==> config.mk <==
export PLATFORM = sky130hd
export DESIGN_NAME = scaled_pwm_unit
export DESIGN_NICKNAME = d
export VERILOG_FILES = /design/src/rtl/spwm_pkg.sv /design/src/rtl/spwm_count.sv /design/src/rtl/spwm_chan.sv /design/src/rtl/spwm_regs.sv /design/src/rtl/scaled_pwm_unit.sv
export SDC_FILE = /design/constraint.sdc
export NUM_CORES = 1
export LEC_CHECK = 0
export BUFFER_PORTS_ARGS = -buffer_cell sky130_fd_sc_hd__buf_2
export CAP_MARGIN = 10
export CORE_ASPECT_RATIO = 0.75
export CORE_MARGIN = 5
export CORE_UTILIZATION = 60
export DETAILED_ROUTE_END_ITERATION = 10
export GPL_TIMING_DRIVEN = 0
export PLACE_DENSITY = 0.92
export SKIP_CTS_REPAIR_TIMING = 1
export SYNTH_ARGS = -nofsm -noshare
export SYNTH_HDL_FRONTEND = slang
export SYNTH_SLANG_ARGS = --single-unit
==> constraint.sdc <==
create_clock -name clk -period 7.65 [get_ports clk]
set_input_delay 0.3825 -clock clk [delete_from_list [all_inputs] [get_ports clk]]
set_output_delay 0.3825 -clock clk [all_outputs]
set_load 0.02 [all_outputs]
==> src/rtl/spwm_pkg.sv <==
// Shared constants of the scaled-counter PWM unit: widths, register
// offsets and settings-word bit positions. Assumes a byte-offset bus
// with 32-bit word-aligned registers.
package spwm_pkg;
    localparam int SPWM_CMP_W   = 16;
    localparam int SPWM_SHIFT_W = 4;
    localparam int SPWM_NCH     = 4;
    localparam int SPWM_AW      = 8;
    localparam int SPWM_DW      = 32;

    localparam int B_KEEP  = 8;
    localparam int B_ZRST  = 9;
    localparam int B_DGL   = 10;
    localparam int B_RUN   = 12;
    localparam int B_ONCE  = 13;
    localparam int B_CTR   = 16;
    localparam int B_GRP   = 24;
    localparam int B_IRQ   = 28;

    localparam logic [SPWM_DW-1:0] CFG_MASK = 32'h1101_370F;

    localparam logic [SPWM_AW-1:0] OFS_CFG  = 8'h00;
    localparam logic [SPWM_AW-1:0] OFS_RAW  = 8'h08;
    localparam logic [SPWM_AW-1:0] OFS_SCL  = 8'h10;
    localparam logic [SPWM_AW-1:0] OFS_THR0 = 8'h20;
endpackage

==> src/rtl/spwm_count.sv <==
// Free-running counter with shift prescaling. Advances once per clock
// while either run input is high. It restarts at 0 after the window meets
// threshold 0 when early restart is on. It flags each period boundary
// (window all ones, or early restart) so the run-once bit can be cleared.
// Assumes CNT_W = CMP_W + 2^SHIFT_W - 1.
module spwm_count #(
    parameter int CMP_W   = 16,
    parameter int SHIFT_W = 4,
    parameter int CNT_W   = CMP_W + (1 << SHIFT_W) - 1
) (
    input  logic               clk,
    input  logic               rst_n,
    input  logic               run_cont,
    input  logic               run_once,
    input  logic               zrst_en,
    input  logic [SHIFT_W-1:0] shift,
    input  logic [CMP_W-1:0]   thr0,
    output logic [CNT_W-1:0]   raw_q,
    output logic [CNT_W-1:0]   scaled,
    output logic               boundary
);
    logic               adv;
    logic               zhit;
    logic               at_top;
    logic [CNT_W-1:0]   win_mask;
    logic [SHIFT_W-1:0] inv_shift;

    // Decode advance, window mask and the two period-end conditions.
    always_comb begin
        adv       = run_cont | run_once;
        inv_shift = ~shift;
        win_mask  = {CNT_W{1'b1}} >> inv_shift;
        scaled    = raw_q >> shift;
        at_top    = &(raw_q | ~win_mask);
        zhit      = zrst_en && (scaled[CMP_W-1:0] == thr0);
        boundary  = adv && (zhit || at_top);
    end

    // Counter register: step, early restart or hold.
    always_ff @(posedge clk) begin
        if (!rst_n)
            raw_q <= '0;
        else if (adv)
            raw_q <= zhit ? '0 : raw_q + 1'b1;
    end

    p_hold_r3: assert property (@(posedge clk) disable iff (!rst_n)
        (!run_cont && !run_once) |=> $stable(raw_q));

    p_step_r3: assert property (@(posedge clk) disable iff (!rst_n)
        (run_cont && !zrst_en) |=> (raw_q == $past(raw_q) + 1'b1));

    p_restart_r9: assert property (@(posedge clk) disable iff (!rst_n)
        ((run_cont || run_once) && zrst_en && (scaled[CMP_W-1:0] == thr0))
        |=> (raw_q == '0));
endmodule

==> src/rtl/spwm_chan.sv <==
// One compare channel: drives its active-low output low while the
// window count is below its threshold. Purely combinational; the clock
// and reset only serve the local checks.
module spwm_chan #(
    parameter int CMP_W = 16
) (
    input  logic             clk,
    input  logic             rst_n,
    input  logic [CMP_W-1:0] window,
    input  logic [CMP_W-1:0] thr,
    output logic             out_n
);
    // Compare window against threshold.
    always_comb out_n = !(window < thr);

    p_off_r5: assert property (@(posedge clk) disable iff (!rst_n)
        (thr == '0) |-> out_n);

    p_full_r6: assert property (@(posedge clk) disable iff (!rst_n)
        ((thr == {CMP_W{1'b1}}) && (window != {CMP_W{1'b1}})) |-> !out_n);
endmodule

==> src/rtl/spwm_regs.sv <==
// Register file: the settings word, per-channel thresholds, byte-lane
// writes and the combinational read mux. Clears the run-once bit at a
// period boundary; a write in that same cycle wins. Assumes word-aligned
// offsets and that counter offsets are read-only.
module spwm_regs
    import spwm_pkg::*;
#(
    parameter int NCH   = 4,
    parameter int CMP_W = 16,
    parameter int AW    = 8,
    parameter int DW    = 32,
    parameter int CNT_W = 31
) (
    input  logic                       clk,
    input  logic                       rst_n,
    input  logic [AW-1:0]              bus_addr,
    input  logic [DW-1:0]              bus_wdata,
    input  logic [DW/8-1:0]            bus_wstrb,
    output logic [DW-1:0]              bus_rdata,
    input  logic [CNT_W-1:0]           raw,
    input  logic [CNT_W-1:0]           scaled,
    input  logic                       boundary,
    output logic [DW-1:0]              cfg_q,
    output logic [NCH-1:0][CMP_W-1:0]  thr_q
);
    localparam int NB  = DW / 8;
    localparam int TNB = CMP_W / 8;

    logic [DW-1:0]  cfg_merged;
    logic           wr_cfg;
    logic [NCH-1:0] wr_thr;

    // Address decode for writes and byte-lane merge of the settings word.
    always_comb begin
        wr_cfg = (bus_wstrb != '0) && (bus_addr == OFS_CFG);
        for (int n = 0; n < NCH; n++)
            wr_thr[n] = (bus_wstrb != '0) && (bus_addr == OFS_THR0 + AW'(4 * n));
        cfg_merged = cfg_q;
        for (int b = 0; b < NB; b++)
            if (bus_wstrb[b]) cfg_merged[8*b +: 8] = bus_wdata[8*b +: 8];
    end

    // Settings word storage with hardware clear of the run-once bit.
    always_ff @(posedge clk) begin
        if (!rst_n)
            cfg_q <= '0;
        else if (wr_cfg)
            cfg_q <= cfg_merged & CFG_MASK;
        else if (boundary)
            cfg_q[B_ONCE] <= 1'b0;
    end

    // Threshold storage, one register per channel.
    for (genvar n = 0; n < NCH; n++) begin : g_thr
        always_ff @(posedge clk) begin
            if (!rst_n)
                thr_q[n] <= '0;
            else if (wr_thr[n])
                for (int b = 0; b < TNB; b++)
                    if (bus_wstrb[b]) thr_q[n][8*b +: 8] <= bus_wdata[8*b +: 8];
        end
    end

    // Read mux; unknown offsets return zero.
    always_comb begin
        bus_rdata = '0;
        if (bus_addr == OFS_CFG)      bus_rdata = cfg_q;
        else if (bus_addr == OFS_RAW) bus_rdata = DW'(raw);
        else if (bus_addr == OFS_SCL) bus_rdata = DW'(scaled);
        else
            for (int n = 0; n < NCH; n++)
                if (bus_addr == OFS_THR0 + AW'(4 * n)) bus_rdata = DW'(thr_q[n]);
    end

    p_once_clear_r8: assert property (@(posedge clk) disable iff (!rst_n)
        (boundary && cfg_q[B_ONCE] && (bus_wstrb == '0)) |=> !cfg_q[B_ONCE]);

    p_thr_now_r10: assert property (@(posedge clk) disable iff (!rst_n)
        ((bus_addr == OFS_THR0) && (bus_wstrb[TNB-1:0] == {TNB{1'b1}}))
        |=> (thr_q[0] == $past(bus_wdata[CMP_W-1:0])));

    p_undef_r11: assert property (@(posedge clk) disable iff (!rst_n)
        (bus_addr[1:0] != 2'b00) |-> (bus_rdata == '0));
endmodule

==> src/rtl/scaled_pwm_unit.sv <==
// Top of the scaled-counter PWM unit: a register file, one shared
// prescaled counter and a row of compare channels. Outputs are active-low
// and follow register state without shadowing.
module scaled_pwm_unit
    import spwm_pkg::*;
#(
    parameter int NCH     = SPWM_NCH,
    parameter int CMP_W   = SPWM_CMP_W,
    parameter int SHIFT_W = SPWM_SHIFT_W,
    parameter int AW      = SPWM_AW,
    parameter int DW      = SPWM_DW
) (
    input  logic            clk,
    input  logic            rst_n,
    input  logic [AW-1:0]   bus_addr,
    input  logic [DW-1:0]   bus_wdata,
    input  logic [DW/8-1:0] bus_wstrb,
    output logic [DW-1:0]   bus_rdata,
    output logic [NCH-1:0]  pwm_n
);
    localparam int CNT_W = CMP_W + (1 << SHIFT_W) - 1;

    logic [DW-1:0]             cfg_q;
    logic [NCH-1:0][CMP_W-1:0] thr_q;
    logic [CNT_W-1:0]          raw;
    logic [CNT_W-1:0]          scaled;
    logic                      boundary;

    spwm_regs #(.NCH(NCH), .CMP_W(CMP_W), .AW(AW), .DW(DW), .CNT_W(CNT_W)) regs_i (
        .clk(clk), .rst_n(rst_n), .bus_addr(bus_addr), .bus_wdata(bus_wdata),
        .bus_wstrb(bus_wstrb), .bus_rdata(bus_rdata), .raw(raw), .scaled(scaled),
        .boundary(boundary), .cfg_q(cfg_q), .thr_q(thr_q)
    );

    spwm_count #(.CMP_W(CMP_W), .SHIFT_W(SHIFT_W), .CNT_W(CNT_W)) count_i (
        .clk(clk), .rst_n(rst_n), .run_cont(cfg_q[B_RUN]), .run_once(cfg_q[B_ONCE]),
        .zrst_en(cfg_q[B_ZRST]), .shift(cfg_q[SHIFT_W-1:0]), .thr0(thr_q[0]),
        .raw_q(raw), .scaled(scaled), .boundary(boundary)
    );

    for (genvar n = 0; n < NCH; n++) begin : g_chan
        spwm_chan #(.CMP_W(CMP_W)) chan_i (
            .clk(clk), .rst_n(rst_n), .window(scaled[CMP_W-1:0]),
            .thr(thr_q[n]), .out_n(pwm_n[n])
        );
    end

    p_reset_high_r1: assert property (@(posedge clk)
        !rst_n |=> (pwm_n == '1));
endmodule

==> flow_metrics.env <==
export IMPL_outcome="complete, no violations"
export IMPL_ys_seq_elements=107
export IMPL_cts_htree_levels=3
export IMPL_vias_cell=6.569
export IMPL_setup_slack_ps=2601
export IMPL_synth_adder_area_share=0.08907
export IMPL_worst_skew_pair_later_pin_latency_ps=360
export IMPL_combPwrFrac=0.074
export IMPL_syn_avg_cell_area_um2=7.776
export IMPL_cts_clk_slew_worst_paths_ps=70
export IMPL_worst_path_most_repeated_cell="buf_2"
export IMPL_gate_count_after_technology_mapping=1120
export IMPL_swShare=0.2670
export IMPL_yosys_area_share_xor_xnor=0.03017
export IMPL_globalRoute_totalOverflow=0
export IMPL_numPlacedInstances=1384
export IMPL_timing_critical_path_fanout_max=10
export IMPL_timing_final_crit_period_ps=5049
export IMPL_route_top_layer_used="met4"
export IMPL_cts_root_buf="clkbuf_16"
export IMPL_place_detailed_hpwl_um=24230
export IMPL_final_core_utilization=0.6662
export IMPL_drc_errors=0
export IMPL_critical_path_max_stage_delay_ps=600
export IMPL_tritoncts_num_buffers=9
export IMPL_total_leakage_power_nw=3.714
export IMPL_globalplace_congestion=1.076
export IMPL_timing_hold_worst_class="input port to flip-flop"
export IMPL_min_period_over_period=0.6600
export IMPL_wl_met2_um=12160
export IMPL_timing_worst_setup_path_type="flip-flop to primary output"
export IMPL_share_clk_of_total_power=0.422
export IMPL_rsz_0062_raised_after_global_routing="false"
export IMPL_synth_top_area_cell="dfxtp_1"
export IMPL_antenna_found_initial=0
export IMPL_multi_input_logic_area_mm2=0.005881
export IMPL_synth_edf_count=0
export IMPL_die_area_mm2=0.01705
export IMPL_met1_wire_length_um=12960
export IMPL_rows=38
export IMPL_count_of_input_and_output_buffers=64
export IMPL_drt_pass1_iter_count=6
export IMPL_routedWlPerCell_um=21.85
export IMPL_arrival_time_of_the_worst_setup_path_ps=4670
export IMPL_die_height_um=114.3
export IMPL_mappedNetlistArea_mm2=0.008710
export IMPL_p_sw_w=0.0002953
export IMPL_met3RoutedLength_um=4831
export IMPL_core_area_mm2=0.01436
export IMPL_post_synth_and_or_nand_nor_area_fraction=0.2278
export IMPL_grt_pass1_vias=8225
export IMPL_syn2layout_area_growth_pct=9.826
export IMPL_skew_ps=6.795
export IMPL_num_vias=9196
export IMPL_synthTopCellsByCount="139 x nand2_1, 107 x dfxtp_1, 92 x nor2_1, 75 x nand3_1, 69 x inv_1"
export IMPL_p_int_w=0.0008108
export IMPL_hold_violations=0
export IMPL_synth_sequential_area_ratio=0.2459
export IMPL_primary_flip_flop_cell_chosen_by_synthesis_mapping="dfxtp_1"
export IMPL_filler_cell_count=1294
export IMPL_ff_latch_area_mm2=0.002142
export IMPL_setup_tns_ps=0
export IMPL_first_pass_grt_wire_length_um=46720
export IMPL_nets=1303
export IMPL_required_ps=7270
export IMPL_drt_wl_total_um=30580
export IMPL_tritoncts_num_sinks=107
export IMPL_r2r_setup_slack_ps=3150
export IMPL_maxClockFrequency_ghz=0.1981
export IMPL_yosysMostFrequentCell="nand2_1"
export IMPL_clock_tree_buffer_depth=2
export IMPL_antenna_left=0
export IMPL_max_cap_violations=0
export IMPL_drive_above_1_share=0.1358
export IMPL_globalRouteTotalUtil=0.3544
export IMPL_headroom_to_the_max_slew_limit=0.4318
export IMPL_ys_async_sr_fraction=0
export IMPL_final_instance_count_excl_fill=1400
export IMPL_worst_setup_path_start_kind="flip-flop"
export IMPL_yosys_cell_types_count=66
export IMPL_chipWidth_um=149.1
export IMPL_timing_hold_ws_ps=280.7
export IMPL_drt_first_iter_violations=1428
export IMPL_synthTopCellsByArea="dfxtp_1 25%, ha_1 8.9%, mux2i_1 7.6%"
export IMPL_synth_warnings=0
export IMPL_worst_pin_slew_ps=844.5
export IMPL_power_density_cell_area_mw_per_mm2=115.6
export IMPL_cts_tree="yes"
export IMPL_grt_start_max_net_pins=20
export IMPL_synth_compound_area_frac=0.1988
export IMPL_start_util=0.6066
export IMPL_ir_worst_vdd_v=0.0001112
export IMPL_synth_top_family_by_area="simple AND/OR/NAND/NOR gates"
export IMPL_yosys_mux_area_fraction=0.1289
export IMPL_sequentialPowerShare=0.504
export IMPL_critical_path_endpoint_type="primary output"
export IMPL_synth_top_area_frac=0.2459
export IMPL_critical_path_cell_with_the_highest_stage_delay="a2111oi_0"
export IMPL_diodes=0
export IMPL_dp_slack_ps=3316
export IMPL_ioPinCount=82
export IMPL_setup_violations=0
export IMPL_mappedNetlistNets=1228
export IMPL_crit_chain="buf_2, buf_2, buf_2, o21ai_0, o21ai_0, nor2_1, a31oi_1, ha_1, nand4_1, nor3_1, a2111oi_0, o211ai_1, buf_4, buf_2"
export IMPL_final_max_slew_viol_count=0
-- cells by family (layout without fill, tap and decap cells) --
kind of cell / Yosys count / after routing
and+or+nand+nor: 411 / 411
DFF: 107 / 107
other: 1 / 1
buffers and inverters: 159 / 239
muxes: 91 / 91
AOI/OAI and AO/OA: 259 / 259
xor gates and xnor gates: 30 / 30
adders and majority gates: 62 / 62
-- power groups by stage --
stage | registers [W] | logic (W) | clock network [W]
after global routing | 0.000557 | 0.0000856 | 0.000486
final | 0.000557 | 0.0000817 | 0.000467
after floorplan | 0.000570 | 0.0000419 | 0
after CTS | 0.000557 | 0.0000784 | 0.000467
after global placement | 0.000570 | 0.0000770 | 0
after detailed placement | 0.000570 | 0.0000778 | 0
-- placed cells by master, fill, tap and decap left out, drive strengths merged, types with 5 or more instances in the layout --
master,n
nand2,140
buf,110
dfxtp,107
nor2,93
nand3,77
inv,73
mux2i,66
ha,62
a21boi,59
a21oi,58
clkbuf,53
o21ai,50
nor2b,24
nand4,22
xor2,20
mux4,16
o221ai,14
and3,13
nor3,13
a21o,12
o22ai,11
xnor2,10
mux2,9
o211ai,9
and2,9
and4,6
a22o,6
a22oi,6
a221oi,6
nor4,6
a211oi,5
-- state kept, by name (all words and copies together), names as in the netlist --
signal,flops
count_i.raw_q,31
regs_i.thr_q,64
regs_i.cfg_q,12
-- worst max-delay path, delay by kind of cell, from the launching register on --
| kind | cells | cell delay (ps) |
|---|---|---|
| compound gates | 5 | 1900 |
| buf+inv | 5 | 1400 |
| simple gates | 3 | 310 |
| fa+ha+maj | 1 | 370 |
| flops | 1 | 310 |
-- worst paths after layout --
check,start,to,cells past startpoint
min,bus_wdata[16],regs_i.cfg_q[16],3
max,regs_i.cfg_q[0],pwm_n[3],14
min reg2reg,regs_i.thr_q[62],regs_i.thr_q[62],2
max reg2reg,regs_i.cfg_q[0],count_i.raw_q[3],13
-- layer usage --
| layer | vias to the layer above | global-route usage |
|---|---|---|
| li1 | 4128 | - |
| met3 | 68 | 0.1017 |
| met5 | - | 0 |
| met4 | 0 | 0.07683 |
| met1 | 4339 | 0.5357 |
| met2 | 661 | 0.4977 |
-- layout make-up --
cell class	count	share of cell area
buffer	89	0.04434
clock buffer	10	0.02394
clock inverter	6	0.005886
inverter	70	0.02747
multi-input combinational	854	0.6148
sequential	107	0.2239
tap	200	0.02616
timing repair buffer	64	0.03349
-- per-stage QoR --
stage                     area [um2]  power (W)
after floorplan                 8710  0.0006121
after global placement          9280  0.0006474
after detailed placement        9280  0.0006483
after CTS                       9565   0.001103
after global routing            9565   0.001129
final                           9565   0.001106
Note: power is estimated with default switching activity, not from simulation.
